### src/rtl/irq_accept_pkg.sv
package irq_accept_pkg;
    typedef enum logic [1:0] {
        LV_NONE = 2'd0,
        LV_LOW  = 2'd1,
        LV_HIGH = 2'd2,
        LV_NMI  = 2'd3
    } lvl_e;
endpackage

### src/rtl/irq_flag_regs.sv
module irq_flag_regs #(
    parameter int NUM_SRC = 16,
    parameter int ADDR_W  = 2
) (
    input  logic               clk,
    input  logic               rst_n,
    input  logic [ADDR_W-1:0]  addr_i,
    input  logic               wr_i,
    input  logic               bit_i,
    input  logic [2:0]         bitpos_i,
    input  logic [7:0]         wdata_i,
    input  logic               nmis_set_i,
    input  logic               nmis_clr_i,
    output logic [7:0]         rdata_o,
    output logic [NUM_SRC-1:0] prio_o,
    output logic               nmis_o
);
    localparam int PRIO_BYTES = (NUM_SRC + 7) / 8;
    localparam int STAT_ADDR  = PRIO_BYTES;
    localparam int FLAG_BIT   = 1;

    typedef struct packed {
        logic [NUM_SRC-1:0] prio;
        logic               nmis;
    } regs_t;

    regs_t regs_d, regs_q;

    always_comb begin
        regs_d = regs_q;
        if (wr_i) begin
            for (int b = 0; b < PRIO_BYTES; b++) begin
                if (addr_i == ADDR_W'(b)) begin
                    for (int k = 0; k < 8; k++) begin
                        if (b * 8 + k < NUM_SRC) begin
                            if (bit_i) begin
                                if (bitpos_i == 3'(k)) regs_d.prio[b*8+k] = wdata_i[0];
                            end else begin
                                regs_d.prio[b*8+k] = wdata_i[k];
                            end
                        end
                    end
                end
            end
            if (addr_i == ADDR_W'(STAT_ADDR)) begin
                if (bit_i) begin
                    if (bitpos_i == 3'(FLAG_BIT)) regs_d.nmis = wdata_i[0];
                end else begin
                    regs_d.nmis = wdata_i[FLAG_BIT];
                end
            end
        end
        // hardware events override a concurrent software write
        if (nmis_clr_i) regs_d.nmis = 1'b0;
        if (nmis_set_i) regs_d.nmis = 1'b1;
    end

    always_ff @(posedge clk or negedge rst_n) begin
        if (!rst_n) begin
            regs_q.prio <= '1;
            regs_q.nmis <= 1'b0;
        end else begin
            regs_q <= regs_d;
        end
    end

    always_comb begin
        rdata_o = 8'h00;
        for (int b = 0; b < PRIO_BYTES; b++) begin
            if (addr_i == ADDR_W'(b)) begin
                for (int k = 0; k < 8; k++) begin
                    if (b * 8 + k < NUM_SRC) rdata_o[k] = regs_q.prio[b*8+k];
                end
            end
        end
        if (addr_i == ADDR_W'(STAT_ADDR)) rdata_o[FLAG_BIT] = regs_q.nmis;
    end

    assign prio_o = regs_q.prio;
    assign nmis_o = regs_q.nmis;


    set_wins_chk: assert property (@(posedge clk) disable iff (!rst_n)
        nmis_set_i |=> nmis_o);


    clr_wins_chk: assert property (@(posedge clk) disable iff (!rst_n)
        (nmis_clr_i && !nmis_set_i) |=> !nmis_o);
endmodule

### src/rtl/irq_nest_stack.sv
module irq_nest_stack
    import irq_accept_pkg::*;
#(
    parameter int DEPTH = 8
) (
    input  logic clk,
    input  logic rst_n,
    input  logic push_i,
    input  lvl_e push_lvl_i,
    input  logic pop_i,
    output lvl_e top_o,
    output logic full_o,
    output logic popped_nmi_o
);
    localparam int CNT_W = $clog2(DEPTH + 1);
    localparam int IDX_W = (DEPTH > 1) ? $clog2(DEPTH) : 1;

    typedef struct packed {
        lvl_e [DEPTH-1:0] lvl;
        logic [CNT_W-1:0] cnt;
    } stk_t;

    stk_t stk_d, stk_q;
    logic             empty;
    logic [IDX_W-1:0] top_idx;

    assign empty   = (stk_q.cnt == '0);
    assign full_o  = (stk_q.cnt == CNT_W'(DEPTH));
    assign top_idx = IDX_W'(stk_q.cnt - 1'b1);
    assign top_o   = empty ? LV_NONE : stk_q.lvl[top_idx];
    assign popped_nmi_o = pop_i && !empty && (stk_q.lvl[top_idx] == LV_NMI);

    always_comb begin
        stk_d = stk_q;
        if (pop_i) begin
            if (!empty) stk_d.cnt = stk_q.cnt - 1'b1;
        end else if (push_i && !full_o) begin
            stk_d.lvl[IDX_W'(stk_q.cnt)] = push_lvl_i;
            stk_d.cnt = stk_q.cnt + 1'b1;
        end
    end

    always_ff @(posedge clk or negedge rst_n) begin
        if (!rst_n) begin
            stk_q.lvl <= '{default: LV_NONE};
            stk_q.cnt <= '0;
        end else begin
            stk_q <= stk_d;
        end
    end


    no_push_full_chk: assert property (@(posedge clk) disable iff (!rst_n)
        push_i |-> !full_o);


    push_pop_excl_chk: assert property (@(posedge clk) disable iff (!rst_n)
        !(push_i && pop_i));
endmodule

### src/rtl/irq_arbiter.sv
module irq_arbiter
    import irq_accept_pkg::*;
#(
    parameter int NUM_SRC = 16,
    parameter int SRC_W   = 4
) (
    input  logic [NUM_SRC-1:0] req_i,
    input  logic [NUM_SRC-1:0] ms_i,
    input  logic               nmi_i,
    input  logic               ie_i,
    input  logic               reti_i,
    input  logic [NUM_SRC-1:0] prio_i,
    input  logic               nmis_i,
    input  lvl_e               top_i,
    input  logic               full_i,
    output logic               gnt_o,
    output logic               gnt_nmi_o,
    output logic [SRC_W-1:0]   gnt_idx_o,
    output logic               push_o,
    output lvl_e               push_lvl_o
);
    logic [NUM_SRC-1:0] elig, hi_elig, lo_elig;
    logic [SRC_W-1:0]   hi_idx, lo_idx;
    logic               nest_ok_lo, nest_ok_hi;

    // which group may open a nested handler at the current level
    assign nest_ok_lo = !full_i && (top_i == LV_NONE || top_i == LV_LOW);
    assign nest_ok_hi = !full_i && (top_i == LV_NONE || top_i == LV_LOW || top_i == LV_HIGH);

    for (genvar i = 0; i < NUM_SRC; i++) begin : g_elig
        assign elig[i] = req_i[i] && ie_i &&
                         (ms_i[i] || (prio_i[i] ? nest_ok_lo : nest_ok_hi));
    end

    assign hi_elig = elig & ~prio_i;
    assign lo_elig = elig & prio_i;

    always_comb begin
        hi_idx = '0;
        lo_idx = '0;
        for (int i = NUM_SRC - 1; i >= 0; i--) begin
            if (hi_elig[i]) hi_idx = SRC_W'(i);
            if (lo_elig[i]) lo_idx = SRC_W'(i);
        end
    end

    always_comb begin
        gnt_o      = 1'b0;
        gnt_nmi_o  = 1'b0;
        gnt_idx_o  = '0;
        push_o     = 1'b0;
        push_lvl_o = LV_NONE;
        if (!reti_i) begin
            if (nmi_i && !nmis_i && !full_i) begin
                gnt_o      = 1'b1;
                gnt_nmi_o  = 1'b1;
                push_o     = 1'b1;
                push_lvl_o = LV_NMI;
            end else if (|hi_elig) begin
                gnt_o      = 1'b1;
                gnt_idx_o  = hi_idx;
                push_o     = !ms_i[hi_idx];
                push_lvl_o = LV_HIGH;
            end else if (|lo_elig) begin
                gnt_o      = 1'b1;
                gnt_idx_o  = lo_idx;
                push_o     = !ms_i[lo_idx];
                push_lvl_o = LV_LOW;
            end
        end
    end
endmodule

### src/rtl/irq_accept_ctrl.sv
module irq_accept_ctrl
    import irq_accept_pkg::*;
#(
    parameter int NUM_SRC = 16,
    parameter int DEPTH   = 8,
    parameter int ADDR_W  = 2,
    localparam int SRC_W  = $clog2(NUM_SRC)
) (
    input  logic               clk,
    input  logic               rst_n,
    input  logic [NUM_SRC-1:0] req_i,
    input  logic [NUM_SRC-1:0] ms_i,
    input  logic               nmi_i,
    input  logic               ie_i,
    input  logic               reti_i,
    input  logic [ADDR_W-1:0]  reg_addr_i,
    input  logic               reg_wr_i,
    input  logic               reg_bit_i,
    input  logic [2:0]         reg_bitpos_i,
    input  logic [7:0]         reg_wdata_i,
    output logic [7:0]         reg_rdata_o,
    output logic               accept_o,
    output logic               accept_nmi_o,
    output logic [SRC_W-1:0]   accept_src_o
);
    typedef struct packed {
        logic             acc;
        logic             nmi;
        logic [SRC_W-1:0] src;
    } out_t;

    out_t out_d, out_q;

    logic [NUM_SRC-1:0] prio;
    logic               nmis, full, popped_nmi;
    lvl_e               top_lvl, push_lvl;
    logic               gnt, gnt_nmi, push;
    logic [SRC_W-1:0]   gnt_idx;

    irq_flag_regs #(.NUM_SRC(NUM_SRC), .ADDR_W(ADDR_W)) u_regs (
        .clk        (clk),
        .rst_n      (rst_n),
        .addr_i     (reg_addr_i),
        .wr_i       (reg_wr_i),
        .bit_i      (reg_bit_i),
        .bitpos_i   (reg_bitpos_i),
        .wdata_i    (reg_wdata_i),
        .nmis_set_i (gnt && gnt_nmi),
        .nmis_clr_i (popped_nmi),
        .rdata_o    (reg_rdata_o),
        .prio_o     (prio),
        .nmis_o     (nmis)
    );

    irq_arbiter #(.NUM_SRC(NUM_SRC), .SRC_W(SRC_W)) u_arb (
        .req_i      (req_i),
        .ms_i       (ms_i),
        .nmi_i      (nmi_i),
        .ie_i       (ie_i),
        .reti_i     (reti_i),
        .prio_i     (prio),
        .nmis_i     (nmis),
        .top_i      (top_lvl),
        .full_i     (full),
        .gnt_o      (gnt),
        .gnt_nmi_o  (gnt_nmi),
        .gnt_idx_o  (gnt_idx),
        .push_o     (push),
        .push_lvl_o (push_lvl)
    );

    irq_nest_stack #(.DEPTH(DEPTH)) u_stk (
        .clk          (clk),
        .rst_n        (rst_n),
        .push_i       (push),
        .push_lvl_i   (push_lvl),
        .pop_i        (reti_i),
        .top_o        (top_lvl),
        .full_o       (full),
        .popped_nmi_o (popped_nmi)
    );

    always_comb begin
        out_d.acc = gnt;
        out_d.nmi = gnt && gnt_nmi;
        out_d.src = (gnt && !gnt_nmi) ? gnt_idx : '0;
    end

    always_ff @(posedge clk or negedge rst_n) begin
        if (!rst_n) out_q <= '0;
        else        out_q <= out_d;
    end

    assign accept_o     = out_q.acc;
    assign accept_nmi_o = out_q.nmi;
    assign accept_src_o = out_q.src;


    nmi_flag_block_chk: assert property (@(posedge clk) disable iff (!rst_n)
        (gnt && gnt_nmi) |-> !nmis);


    nmi_sets_flag_chk: assert property (@(posedge clk) disable iff (!rst_n)
        accept_nmi_o |-> nmis);


    high_level_group_chk: assert property (@(posedge clk) disable iff (!rst_n)
        (gnt && !gnt_nmi && !ms_i[gnt_idx] && top_lvl == LV_HIGH) |-> !prio[gnt_idx]);


    reti_no_accept_chk: assert property (@(posedge clk) disable iff (!rst_n)
        reti_i |=> !accept_o);


    nmi_flag_qual_chk: assert property (@(posedge clk) disable iff (!rst_n)
        accept_nmi_o |-> (accept_o && accept_src_o == '0));
endmodule

### config.mk
export PLATFORM = sky130hd
export DESIGN_NAME = irq_accept_ctrl
export DESIGN_NICKNAME = d
export VERILOG_FILES = /design/src/rtl/irq_accept_pkg.sv /design/src/rtl/irq_flag_regs.sv /design/src/rtl/irq_nest_stack.sv /design/src/rtl/irq_arbiter.sv /design/src/rtl/irq_accept_ctrl.sv
export SDC_FILE = /design/constraint.sdc
export NUM_CORES = 1
export LEC_CHECK = 0
export ABC_AREA = 1
export BUFFER_PORTS_ARGS = -buffer_cell sky130_fd_sc_hd__buf_2
export CORE_MARGIN = 2
export CORE_UTILIZATION = 42
export DETAILED_ROUTE_END_ITERATION = 6
export SLEW_MARGIN = 10
export SYNTH_ARGS = -nofsm -noshare
export SYNTH_HDL_FRONTEND = slang
export SYNTH_SLANG_ARGS = --single-unit
export TNS_END_PERCENT = 30
### constraint.sdc
create_clock -name clk -period 4.4 [get_ports clk]
set_clock_uncertainty 0.2 [all_clocks]
set_input_delay 0 -clock clk [delete_from_list [all_inputs] [get_ports clk]]
set_output_delay 0 -clock clk [all_outputs]
set_load 0.01 [all_outputs]
**After elaboration in Yosys (flattened, before gate mapping)**

Index checks and enable logic that the tools add are counted.
W data, S select, Z words.

- Register bits after elaboration: 43
- Bits in latches: 0
- Memory bits (writable): 0
- Memory bits (read-only): 0
- Output and inout bits: 14
- Logic and storage cells: 260
- Memories: 0

- $add $sub $neg: 2
- $mul: 0
- Divide/modulo/power cells: 0
- Magnitude comparators: 5
- Equality and inequality tests: 23
- Shift operators: 0
- Muxes and demuxes: 103
- Bitwise operators: 4
- Reduce and logical (&&, ||, !) cells: 94

Operators with widths:

| kind | count |
|---|---|
| $mux W4 | 40 |
| $reduce_and A3 Y1 | 17 |
| $mux W1 | 50 |
| $logic_and A1 B1 Y1 | 42 |
| $and A16 B16 Y16 | 2 |
| $reduce_or A16 Y1 | 2 |
| $logic_or A1 B1 Y1 | 18 |
| $bwmux W16 | 1 |
| $mux W8 | 2 |
| $ne A2 B1 Y1 const B | 8 |
| $not A16 Y16 | 1 |
| $eq A3 B3 Y1 const B | 4 |
| $mux W2 | 6 |
| $lt A4 B5 Y1 const B | 2 |
| $bmux W1 S4 | 2 |
| $lt A3 B4 Y1 const B | 2 |
| $bmux W2 S3 | 1 |
| $demux W2 S3 | 1 |
| $eq A2 B2 Y1 const B | 3 |
| $eq A3 B2 Y1 const B | 2 |
| $logic_not A1 Y1 | 6 |
| $reduce_bool A3 Y1 | 2 |
| $add A4 B1 Y4 const B | 1 |
| $eq A2 B1 Y1 const B | 2 |
| 12 further kinds | 14 |

**Logic depth before layout (Yosys ltp)**

Gate-level depths: netlist (run 1).

- Depth in word-level cells: 38
- Mapped depth: 38

**Cells and area by module**

Synthesis (run 1) repeated with hierarchy kept, for this count alone.

- Cells, all modules: 594
- Area, all modules: 3784.9 µm²

Modules (own cells, without submodules):

| module | instances | cells each | area an instance (µm²) | seq. area each (µm²) |
|---|---|---|---|---|
| irq_arbiter | 1 | 267 | 1327.5 | 0.0 |
| irq_nest_stack | 1 | 169 | 1211.2 | 500.5 |
| irq_flag_regs | 1 | 140 | 1048.5 | 445.4 |
| irq_accept_ctrl | 1 | 18 | 197.7 | 150.1 |

**Worst setup path before layout (run 1)**

No wires, ideal clock.

- Path kind: flip-flop to flip-flop
- Start: register u_stk.stk_q[0] in the netlist's numbering
- End: register u_stk.stk_q[19] in the netlist's numbering
- Arrival time: 3367 ps
- Required time: 4082 ps
- Path slack: 716 ps
- Cell stages (with the launch flop): 35
- Buffers on the path: 4
- Clock period less this slack: 3684 ps
- Path through: dfrtp_1 > inv_2 > buf_6 > ha_1 > inv_1 > nand3_1 > nand3_1 > nand3_2 > nand2_2 > buf_2 > o21ai_1 > o211ai_2 > inv_2 > nand2_1 > nand2_1 > nand2_1 > nand2_1 > nand2_1 > nand2_1 > nand2_1 > nand2_2 > nand2_4 > nand2_2 > buf_6 > nand2_1 > nand3_1 > nand3_1 > nand2_1 > nor2_1 > nor2_2 > nand2_4 > buf_6 > nand3_2 > nand2_1 > nand2_1

- Longest elaborated chain between the ends: 37
- Elaborated cells between the ends (all ways): 120

Ends and longest elaborated chain:

| item | RTL line | text |
|---|---|---|
| from (decl) | irq_nest_stack.sv:23 | `stk_t stk_d, stk_q;` |
| from (signal assigned) | irq_nest_stack.sv:48 | `stk_q <= stk_d;` |
| $sub A4 B1 Y4 | irq_nest_stack.sv:29 | `assign top_idx = IDX_W'(stk_q.cnt - 1'b1);` |
| $bmux W2 S3 | irq_nest_stack.sv:30 | `assign top_o = empty ? LV_NONE : stk_q.lvl[top_idx];` |
| $mux W2 (implied by the code) | irq_nest_stack.sv:30 |  |
| $mux W2 | irq_nest_stack.sv:30 |  |
| $eq A2 B1 Y1 or $logic_not A2 Y1 (tied branches) | irq_arbiter.sv:27, irq_arbiter.sv:28 |  |
| $logic_or A1 B1 Y1 | irq_arbiter.sv:27, irq_arbiter.sv:28 |  |
| $logic_or A1 B1 Y1 | irq_arbiter.sv:28 | `assign nest_ok_hi = !full_i && (top_i == LV_NONE \|\| top_i == LV_LOW \|\| top_i == LV_HIGH);` |
| $logic_and A1 B1 Y1 | irq_arbiter.sv:28 |  |
| [... 21 more ...] | n/a |  |
| $mux W1 (implied by the code) | irq_arbiter.sv:67 | `push_o = !ms_i[lo_idx];` |
| $logic_not A1 Y1 | irq_arbiter.sv:67 |  |
| $mux W1 | irq_arbiter.sv:64 | `end else if (\|lo_elig) begin` |
| $mux W1 | irq_arbiter.sv:59 | `end else if (\|hi_elig) begin` |
| $mux W1 | irq_arbiter.sv:54 | `if (nmi_i && !nmis_i && !full_i) begin` |
| $mux W1 | irq_arbiter.sv:53 | `if (!reti_i) begin` |
| $logic_and A1 B1 Y1 | irq_nest_stack.sv:37 | `end else if (push_i && !full_o) begin` |
| $reduce_and A2 Y1 (no line) | n/a |  |

Parallel ways exist; a longest one is shown, timed or not. The select of a mux whose other input is x is not followed.
A chain may end at the register's enable or synchronous reset.

**Worst setup path after layout (run 1)**

- Start: register u_stk.stk_q[1] in the netlist's numbering
- End: register u_stk.stk_q[12] in the netlist's numbering

Same word-level chain as after synthesis.

==> results of run 1 <==
-- state kept, by name, indices dropped and copies added, names as in the netlist --
name and cells:
accept_src_o 4, u_regs.prio_o 16, u_stk.stk_q 20, u_regs.nmis_o 1, accept_nmi_o 1, accept_o 1
-- power breakdown --
group          internal (mW)  leakage [nW]  switching, mW  total (mW)
Combinational          0.709          1.84           1.28        1.99
Sequential             0.542         0.517          0.115       0.657
Clock                  0.170        0.0524          0.142       0.312
Total                   1.42          2.41           1.53        2.95
-- worst max path at each step --
stage	from	cells past startpoint	slack, ns	endpoint
3_3_place_gp	u_stk.stk_q[1]$_DFFE_PN0P_	36	0.29	u_stk.stk_q[2]$_DFFE_PN0P_
4_1_cts	u_stk.stk_q[1]$_DFFE_PN0P_	36	0.16	u_stk.stk_q[3]$_DFFE_PN0P_
2_1_floorplan	u_stk.stk_q[0]$_DFFE_PN0P_	34	0.72	u_stk.stk_q[19]$_DFFE_PN0P_
3_5_place_dp	u_stk.stk_q[1]$_DFFE_PN0P_	36	0.19	u_stk.stk_q[3]$_DFFE_PN0P_
6_report	u_stk.stk_q[1]$_DFFE_PN0P_	33	0.38	u_stk.stk_q[12]$_DFFE_PN0P_
5_1_grt	u_stk.stk_q[1]$_DFFE_PN0P_	34	-0.002	u_stk.stk_q[18]$_DFFE_PN0P_
-- area by class of cell --
| type | count | area, um2 | area share |
|---|---|---|---|
| inverter | 80 | 300 | 0.0654 |
| clock buffer | 7 | 76.3 | 0.0166 |
| tap | 108 | 135 | 0.0295 |
| sequential | 43 | 1100 | 0.239 |
| multi-input combinational | 446 | 2250 | 0.490 |
| timing repair buffer | 103 | 701 | 0.153 |
| clock inverter | 1 | 30.0 | 0.00654 |
-- through the flow --
step                instances  setup TNS [ns]
CTS                       783               0
finish                    788               0
detailed placement        744               0
global route              788        -0.00260
floorplan                 582               0
global placement          744               0
-- routing by layer --
metal,vias up,wire (um),GRT usage
met2,130,5350,0.399
met3,26,704,0.0331
li1,2104,-,-
met4,0,313,0.0929
met1,1952,5520,0.350
met5,-,0,0
-- Yosys cell counts (4+ instances only) --
library cell               count  area [um2]
sky130_fd_sc_hd__clkbuf_1      5        18.8
sky130_fd_sc_hd__inv_1        76         285
sky130_fd_sc_hd__dfstp_2      16         420
sky130_fd_sc_hd__dfrtp_1      27         676
sky130_fd_sc_hd__o22ai_1       8        50.1
sky130_fd_sc_hd__o21ai_1       6        30.0
sky130_fd_sc_hd__nand4_1      18         113
sky130_fd_sc_hd__a21oi_1      23         115
sky130_fd_sc_hd__nand3_2       5        50.1
sky130_fd_sc_hd__nand2_2      10        62.6
sky130_fd_sc_hd__o211ai_1      9        67.6
sky130_fd_sc_hd__nor2_1       33         124
sky130_fd_sc_hd__o21ai_0      21         105
sky130_fd_sc_hd__buf_6         4        45.0
sky130_fd_sc_hd__nand2_1     190         713
sky130_fd_sc_hd__nand2_4       4        45.0
sky130_fd_sc_hd__nand3_1      89         445
-- cells by family after synthesis --
group,Yosys count,synth area share
adders and majority gates,3,0.0102
DFF,43,0.298
muxes,1,0.00307
buffers and inverters,95,0.111
xor gates and xnor gates,6,0.0164
and+or+nand+nor,353,0.429
AOI/OAI and AO/OA,81,0.131
-- worst max-delay path: cells and delay by family (launching register included) --
family / cells / cell delay, ns
fa+ha+maj: 1 / 0.32
simple gates: 27 / 2.25
compound gates: 2 / 0.30
buf+inv: 3 / 0.40
flops: 1 / 0.45
-- repair_timing --
item | in CTS | in global routing
endpoints found under the setup margin | 0 | 20
hold buffers | 31 | 0
setup buffers | 0 | 3
resized for setup | 0 | 14
endpoints found under the hold margin | 49 | 0
==> out/qor.txt, run 1 <==
Largest net degree at the start of global routing - 44
Outcome - completed
Wirelength, routed - 11900 um
Per-instance average area after synthesis - 6.31 um2
Area Overhead vs Synth - 24.9%
Most prevalent standard cell on the critical path - sky130_fd_sc_hd__nand2_1
Vias per std cell - 5.35
Root Buffer - sky130_fd_sc_hd__clkbuf_8
Area of the die - 9510 um2
Number of cells traversed by the worst register-to-register path - 33
Post-detailed-placement cell area - 4060 um2
DRC violation count after routing - 0
Starting Density - 0.427
Final HPWL from detailed placement - 8830 um
Synth warnings - 0
Number of clock sinks seen by CTS - 43
Worst hold margin - 0.0257 ns
Final weighted congestion in routability-driven placement - 0.938
Number of input and output port buffers inserted - 65
Std cell rows - 34
Reg-to-reg startpoint - u_stk.stk_q[1]$_DFFE_PN0P_
ANT nets after route - 0
CTS Buf Count - 5
Highest fanout seen on the critical path - 12
Launch point of the worst hold path - nmi_i
Die W - 97.5 um
Slew Limit Fails - 0
Final Net Count - 734
First-pass GRT wire length - 19400 um
TritonCTS clock tree - done
Commonest non-fill, non-tap cells in the layout - 189 x sky130_fd_sc_hd__nand2_1, 87 x sky130_fd_sc_hd__nand3_1, 76 x sky130_fd_sc_hd__inv_1, 65 x sky130_fd_sc_hd__buf_2, 32 x sky130_fd_sc_hd__nor2_1
Power after layout - 2.95 mW
Total routing resource utilization after global routing - 0.251
Clk_lat worst skew - 0.30 ns
Most common library cell in the layout ignoring fill and taps - sky130_fd_sc_hd__nand2_1
Ports placed on the boundary - 66
Worst max-slew margin expressed relative to the limit - 0.323
Post-synth EDFFs - 0
Kind of end point of the critical path - flip-flop
Max Freq - 249 MHz
Hold-critical path endpoint - u_regs.nmis_o$_DFFE_PN0P_
Worst Max-Slew Pin Slew - 1.02 ns
CTS clk-pin slew, worst paths - 0.08 ns
Sequential fraction of the synthesis area - 0.298
Overall die height - 97.5 um
Worst hold path type - in2reg
Register-to-Register Setup Slack - 0.38 ns
Count of TritonRoute iterations in the first routing pass - 5
Register bit total from synthesis - 43
Fraction of registers with async set/reset - 1.00
Most common flop cell mapped by yosys - sky130_fd_sc_hd__dfrtp_1
Post-layout minimum cycle time - 4.02 ns
Number of nets produced by synthesis - 637
Final core utilization - 0.534
Filler cell count in the final layout - 892
Maximum root-to-sink buffer count - 2
Final number of setup-violating endpoints - 0
Part of the cycle the worst path needs - 0.914
Worst setup timing slack at the placement stage - 0.195 ns
Count of H-tree levels built during CTS - 2
Category of the worst setup path launch point - flip-flop
Max incr delay on CP - 0.45 ns
CP max stage cell - sky130_fd_sc_hd__dfrtp_2
Number of distinct library cell variants in the gate-level netlist after synthesis - 38
Total inserted antenna cells - 0
Worst-case vdd ir drop - 0.250 mV
Worst Slack Setup Final - 0.377 ns
Instance count along the most critical hold path - 3
Static Leak - 2.41 nW
Final Instance Area - 4590 um2
Fraction of layout instances using a drive strength above 1 - 0.197
Worst EP arrival - 4.01 ns
Cell Area, Synth - 3670 um2
Core area - 8590 um2
Critical path class - reg2reg
Max-capacitance violation count - 0
Mean routed wirelength per cell - 15.1 um
Vias - 4212
Number of global-route vias before repair - 4064
Data required time of the critical path - 4.39 ns
Number of instances in the synthesized netlist - 582
Endpoint of the worst-slack reg-to-reg timing path - u_stk.stk_q[12]$_DFFE_PN0P_
Final-report hold violation count - 0
Grt ovf - 0
Initial antenna violation count - 0
Number of DRC violations after detailed-routing iteration 0 - 254
Total power density per cell area - 644 nW/um2
Note: power is estimated with default switching activity, not from simulation.
==> run 2, diff against run 1 <==
Settings changed: RECOVER_POWER set to 50.
==> run 2 against run 1 <==
The flow now finishes with violations (capacitance limit, slew limit). Final cell count unchanged. Combinational power is essentially flat. Critical path type unchanged. Wire length is 0.16% higher. Sequential power barely moved. Core utilization decreased by 0.10 points. Via count rose by 0.33%. Flip-flop and latch count unchanged. Register-to-register slack improved by 0.02 ns. Design area is 0.19% lower. Highest routed layer unchanged. Maximum frequency is 0.42% higher.
==> out/qor.txt, run 2 (synthesized netlist as in run 1, its figures left out) <==
Area Overhead vs Synth - 24.7%
Filler cell count in the final layout - 887 (-0.56%)
First-pass GRT wire length - 19400 um (unchanged)
Area of the die - 9510 um2 (unchanged)
Most prevalent standard cell on the critical path - sky130_fd_sc_hd__nand2_1
Max-capacitance violation count - 1 (+1)
Total inserted antenna cells - 0 (unchanged)
Max incr delay on CP - 0.41 ns (-0.04 ns)
Vias - 4226 (+0.33%)
Worst Max-Slew Pin Slew - 2.42 ns (+1.40 ns)
Area taken by flip-flops and latches - 1100 um2 (unchanged)
Worst-case vdd ir drop - 0.250 mV (about the same)
Final weighted congestion in routability-driven placement - 0.938 (unchanged)
Core area - 8590 um2 (unchanged)
Ports placed on the boundary - 66 (unchanged)
Category of the worst setup path launch point - flip-flop
Final number of setup-violating endpoints - 0 (unchanged)
Final Instance Area - 4580 um2 (-0.19%)
Post-detailed-placement cell area - 4060 um2 (unchanged)
Number of clock sinks seen by CTS - 43 (unchanged)
Part of the cycle the worst path needs - 0.911 (-0.00385)
Static Leak - 2.38 nW (-1.1%)
Clk_lat worst skew - 0.30 ns (about the same)
Data required time of the critical path - 4.40 ns (about the same)
Std cell rows - 34 (unchanged)
Final HPWL from detailed placement - 8830 um (unchanged)
Count of H-tree levels built during CTS - 2 (unchanged)
Vias per std cell - 5.36 (+0.33%)
DRC violation count after routing - 0 (unchanged)
Most flop-heavy register - u_stk.stk_q
Final Net Count - 734 (unchanged)
Die W - 97.5 um (unchanged)
Wirelength, routed - 11900 um (+0.16%)
Root Buffer - sky130_fd_sc_hd__clkbuf_8
CTS clk-pin slew, worst paths - 0.09 ns (about the same)
Worst hold path type - in2reg
Grt ovf - 0 (unchanged)
Max Freq - 250 MHz (+0.42%)
Flip-flop count of the largest register after layout - 20 (unchanged)
Number of DRC violations after detailed-routing iteration 0 - 253 (-0.39%)
Total routing resource utilization after global routing - 0.251 (unchanged)
Post-layout minimum cycle time - 4.01 ns (-0.0169 ns)
Overall die height - 97.5 um (unchanged)
TritonCTS clock tree - done
Slew Limit Fails - 44 (+44)
Total power density per cell area - 644 nW/um2 (about the same)
Count of TritonRoute iterations in the first routing pass - 5 (unchanged)
Multi-input combinational cell area - 2250 um2 (unchanged)
Kind of end point of the critical path - flip-flop
Initial antenna violation count - 0 (unchanged)
Delay-heaviest family, CP - simple AND/OR/NAND/NOR gates
Fraction of layout instances using a drive strength above 1 - 0.187 (-0.0103)
Maximum root-to-sink buffer count - 2 (unchanged)
Highest fanout seen on the critical path - 14 (+2)
Number of global-route vias before repair - 4064 (unchanged)
Largest net degree at the start of global routing - 44 (unchanged)
Final-report hold violation count - 0 (unchanged)
Worst EP arrival - 4.00 ns (about the same)
# placed instances - 744 (unchanged)
Number of input and output port buffers inserted - 65 (unchanged)
Commonest non-fill, non-tap cells in the layout - 189 x sky130_fd_sc_hd__nand2_1, 87 x sky130_fd_sc_hd__nand3_1, 76 x sky130_fd_sc_hd__inv_1, 58 x sky130_fd_sc_hd__buf_2, 32 x sky130_fd_sc_hd__nor2_1
Worst max-slew margin expressed relative to the limit - -0.612 (-0.936)
Final core utilization - 0.533 (-0.00102)
Violations in the final reports - capacitance limit, slew limit
ANT nets after route - 0 (unchanged)
Starting Density - 0.427 (unchanged)
Most common library cell in the layout ignoring fill and taps - sky130_fd_sc_hd__nand2_1
Final cell count without fillers - 788 (unchanged)
Critical path class - reg2reg
CP max stage cell - sky130_fd_sc_hd__dfrtp_2
Mean routed wirelength per cell - 15.1 um (+0.16%)
Outcome - finished with violations
Power after layout - 2.95 mW (-0.17%)
Number of buffer and inverter instances along the worst setup path - 3 (unchanged)
CTS Buf Count - 5 (unchanged)
[run 2: cell count changes in the layout (fill, tap and decap cells not counted), sizes merged]
cell    before  now
buf         72   65
clkbuf       7   14
[run 2: layout make-up]
cell class,instances,area share
Clock inverter,1,0.00656
Sequential cell,43,0.240
Clock buffer,7,0.0167
Tap cell,108,0.0295
Inverter,80,0.0656
Multi-Input combinational cell,446,0.491
Timing Repair Buffer,103,0.151
[run 2: where the power goes]
group          leakage [nW]  internal, mW  switching, mW  total, mW
Clock                0.0524         0.170          0.142      0.312
Combinational          1.81         0.705           1.28       1.98
Sequential            0.517         0.542          0.115      0.658
[run 2: tightest hold or removal path, delay by kind of cell]
| family | cells | cell delay (ns) |
|---|---|---|
| simple gates | 1 | 0.25 |
| buf+inv | 1 | 0.11 |
| compound gates | 1 | 0.12 |
[run 2: final timing paths]
| check | from | end | slack (ns) | cells past startpoint |
|---|---|---|---|---|
| worst max-delay path | u_stk.stk_q[1]$_DFFE_PN0P_ | u_stk.stk_q[19]$_DFFE_PN0P_ | 0.39 | 34 |
| max in group asynchronous | rst_n | u_stk.stk_q[1]$_DFFE_PN0P_ | 1.66 | 2 |
| worst max register to register | u_stk.stk_q[1]$_DFFE_PN0P_ | u_stk.stk_q[19]$_DFFE_PN0P_ | 0.39 | 34 |
| min in group asynchronous | rst_n | u_regs.nmis_o$_DFFE_PN0P_ | 0.80 | 2 |
| worst min register to register | u_stk.stk_q[6]$_DFFE_PN0P_ | u_stk.stk_q[6]$_DFFE_PN0P_ | 0.28 | 2 |
| worst min-delay path | nmi_i | u_regs.nmis_o$_DFFE_PN0P_ | 0.02 | 3 |
[run 2: through the flow]
step	worst slack (ns)	setup TNS (ns)	hold WS, ns
floorplan	0.716	0	-0.496
detailed placement	0.195	0	0.0475
finish	0.394	0	0.0236
global route	-0.00237	-0.00260	0.0730
CTS	0.160	0	0.0264
global placement	0.290	0	0.0294
[run 2: per-layer routing]
layer | global-route usage | vias up | share of wire
li1 | - | 2106 | -
met1 | 0.350 | 1948 | 0.46
met2 | 0.399 | 146 | 0.45
met3 | 0.0331 | 26 | 0.064
met4 | 0.0929 | 0 | 0.026
met5 | 0 | - | 0
[run 2: timing repair]
action / 4_1_cts / 5_1_grt
gates resized for setup: 0 / 14
hold buffers: 31 / 0
hold endpoints to repair: 49 / 0
endpoints found under the setup margin: 0 / 20
buffers inserted: 0 / 3
==> run 3, diff against run 2 <==
==> constraint.sdc (replaced) <==
create_clock -name clk -period 4.4 [get_ports clk]
set_clock_uncertainty 0.2 [all_clocks]
set_input_delay 0.88 -clock clk [delete_from_list [all_inputs] [get_ports clk]]
set_output_delay 0.88 -clock clk [all_outputs]
set_load 0.01 [all_outputs]
==> run 3 against run 2 <==
The flow still finishes with violations (capacitance limit, slew limit). Critical path type unchanged. Largest cell class unchanged. Die area unchanged. Core utilization down 3.6 points. First-iteration DRC count up 21%.
==> out/qor.txt, run 3 (synthesized netlist as in run 1, its figures left out) <==
Violations in the final reports - capacitance limit, slew limit
Die W - 97.5 um (unchanged)
Category of the worst setup path launch point - flip-flop
Data required time of the critical path - 4.39 ns (about the same)
Grt ovf - 0 (unchanged)
Mean routed wirelength per cell - 15.1 um (+0.29%)
Worst EP arrival - 4.00 ns (about the same)
First-pass GRT wire length - 18800 um (-3.4%)
Commonest non-fill, non-tap cells in the layout - 189 x sky130_fd_sc_hd__nand2_1, 87 x sky130_fd_sc_hd__nand3_1, 76 x sky130_fd_sc_hd__inv_1, 62 x sky130_fd_sc_hd__buf_2, 32 x sky130_fd_sc_hd__nor2_1
Core area - 8590 um2 (unchanged)
Clock network fraction of total power - 0.107 (about the same)
Vias - 4078 (-3.5%)
Ports placed on the boundary - 66 (unchanged)
# placed instances - 744 (unchanged)
Final cell count without fillers - 757 (-3.9%)
Seq pwr share - 0.225 (+0.002)
Reg-to-reg startpoint - u_stk.stk_q[1]$_DFFE_PN0P_
Number of global-route vias before repair - 3886 (-4.4%)
Flip-flop count of the largest register after layout - 20 (unchanged)
Critical path class - reg2reg
Initial antenna violation count - 0 (unchanged)
TritonCTS clock tree - done
Part of the cycle the worst path needs - 0.910 (about the same)
Root Buffer - sky130_fd_sc_hd__clkbuf_8
Worst hold margin - 0.280 ns (+0.256 ns)
Largest net degree at the start of global routing - 44 (unchanged)
Worst hold path type - reg2reg
DRC violation count after routing - 0 (unchanged)
Post-layout minimum cycle time - 4.00 ns (-0.00162 ns)
Count of H-tree levels built during CTS - 2 (unchanged)
Worst max-slew margin expressed relative to the limit - -0.573 (+0.0398)
Final HPWL from detailed placement - 8830 um (unchanged)
Worst Max-Slew Pin Slew - 2.36 ns (-0.0598 ns)
Std cell rows - 34 (unchanged)
Max Freq - 250 MHz (about the same)
Area Overhead vs Synth - 16.3%
Worst-case vdd ir drop - 0.253 mV (+1.3%)
Internal power summed over all cells - 1.39 mW (-1.9%)
CTS Buf Count - 5 (unchanged)
Unrepaired setup endpoints after global routing - no
Number of DRC violations after detailed-routing iteration 0 - 305 (+21%)
CP max stage cell - sky130_fd_sc_hd__dfrtp_2
Most common library cell in the layout ignoring fill and taps - sky130_fd_sc_hd__nand2_1
Clk_lat worst skew - 0.30 ns (about the same)
Total inserted antenna cells - 0 (unchanged)
Static Leak - 2.27 nW (-4.8%)
Max incr delay on CP - 0.45 ns (+0.04 ns)
Final Net Count - 703 (-4.2%)
Kind of end point of the critical path - flip-flop
Outcome - finished with violations
Delay-heaviest family, CP - simple AND/OR/NAND/NOR gates
Total power density per cell area - 683 nW/um2 (+6.1%)
Switching Share - 0.524 (+0.00406)
Hold-fix buffer count after cts - 0 (-100%)
Combinational Power Share - 0.669 (-0.002)
ANT nets after route - 0 (unchanged)
Final number of setup-violating endpoints - 0 (unchanged)
Total routing resource utilization after global routing - 0.243 (-0.00836)
Fraction of layout instances using a drive strength above 1 - 0.202 (+0.0151)
Launch point of the worst hold path - u_stk.stk_q[6]$_DFFE_PN0P_
Max-capacitance violation count - 1 (unchanged)
Summed negative setup slack over all endpoints - 0 ns (unchanged)
Starting Density - 0.427 (unchanged)
Final weighted congestion in routability-driven placement - 0.938 (unchanged)
Most flop-heavy register - u_stk.stk_q
Maximum root-to-sink buffer count - 2 (unchanged)
CTS clk-pin slew, worst paths - 0.08 ns (about the same)
Wirelength, routed - 11500 um (-3.7%)
Register-to-Register Setup Slack - 0.40 ns (about the same)
Final Instance Area - 4270 um2 (-6.7%)
Number of input and output port buffers inserted - 65 (unchanged)
Count of TritonRoute iterations in the first routing pass - 5 (unchanged)
Vias per std cell - 5.39 (+0.45%)
Slew Limit Fails - 44 (unchanged)
Launching instance or port of the critical path - u_stk.stk_q[1]$_DFFE_PN0P_
Switching power - 1.53 mW (-0.24%)
Final-report hold violation count - 0 (unchanged)
Most prevalent standard cell on the critical path - sky130_fd_sc_hd__nand2_1
Highest fanout seen on the critical path - 12 (-2)
Number of clock sinks seen by CTS - 43 (unchanged)
Overall die height - 97.5 um (unchanged)
Post-detailed-placement cell area - 4060 um2 (unchanged)
Area of the die - 9510 um2 (unchanged)
Filler cell count in the final layout - 919 (+3.6%)
Number of buffer and inverter instances along the worst setup path - 3 (unchanged)
-- run 3: worst paths after layout --
path	end	depth (start not counted)
min in group asynchronous	u_regs.nmis_o$_DFFE_PN0P_	1
max	u_stk.stk_q[12]$_DFFE_PN0P_	33
min reg2reg	u_stk.stk_q[6]$_DFFE_PN0P_	2
min	u_stk.stk_q[6]$_DFFE_PN0P_	2
max in group asynchronous	u_stk.stk_q[1]$_DFFE_PN0P_	1
max reg2reg	u_stk.stk_q[12]$_DFFE_PN0P_	33
-- run 3: timing repair --
| item | CTS | global route |
|---|---|---|
| gates resized for setup | 0 | 14 |
| setup endpoints to repair | 0 | 20 |
| buffers inserted | 0 | 3 |
| hold endpoints to repair | 0 | 0 |
-- run 3: layout make-up --
class,count,area (um2),share of cell area
Clock inverter,1,30.0,0.00703
Sequential cell,43,1100,0.257
Clock buffer,7,76.3,0.0179
Inverter,80,300,0.0703
Multi-Input combinational cell,446,2250,0.526
Tap cell,108,135,0.0316
Timing Repair Buffer,72,387,0.0905
-- run 3: power by group through the flow --
stage | logic [mW] | clock network (mW) | registers (mW)
after floorplan | 1.42 | 0 | 0.622
after global placement | 1.67 | 0 | 0.654
after detailed placement | 1.69 | 0 | 0.656
after CTS | 1.70 | 0.317 | 0.651
after global routing | 2.20 | 0.332 | 0.676
final | 1.95 | 0.311 | 0.656
-- run 3: metrics by stage --
step                      total power [mW]   util  setup WS, ns
after detailed placement              2.34  0.472         0.195
after floorplan                       2.05      -         0.716
after global routing                  3.21  0.497       0.00456
after global placement                2.33  0.472         0.290
after CTS                             2.66  0.484         0.160
final                                 2.92  0.497         0.395
-- run 3: worst register-to-register path: cells and delay by family (launching register included) --
kind | cells | cell delay (ns)
AND/OR/NAND/NOR | 27 | 2.26
flip-flops | 1 | 0.45
buffers and inverters | 3 | 0.41
adder cells (fa/ha/maj) | 1 | 0.32
AO/OA/AOI/OAI | 2 | 0.30
-- run 3: per-layer routing --
layer  GRT usage  routed length, um  part of all wire  vias to the layer above
li1            -                  -                 -                     2047
met1       0.343               5350              0.47                     1854
met2       0.383               5050              0.44                      153
met3      0.0324                783             0.068                       24
met4      0.0823                288             0.025                        0
met5           0                  0                 0                        -
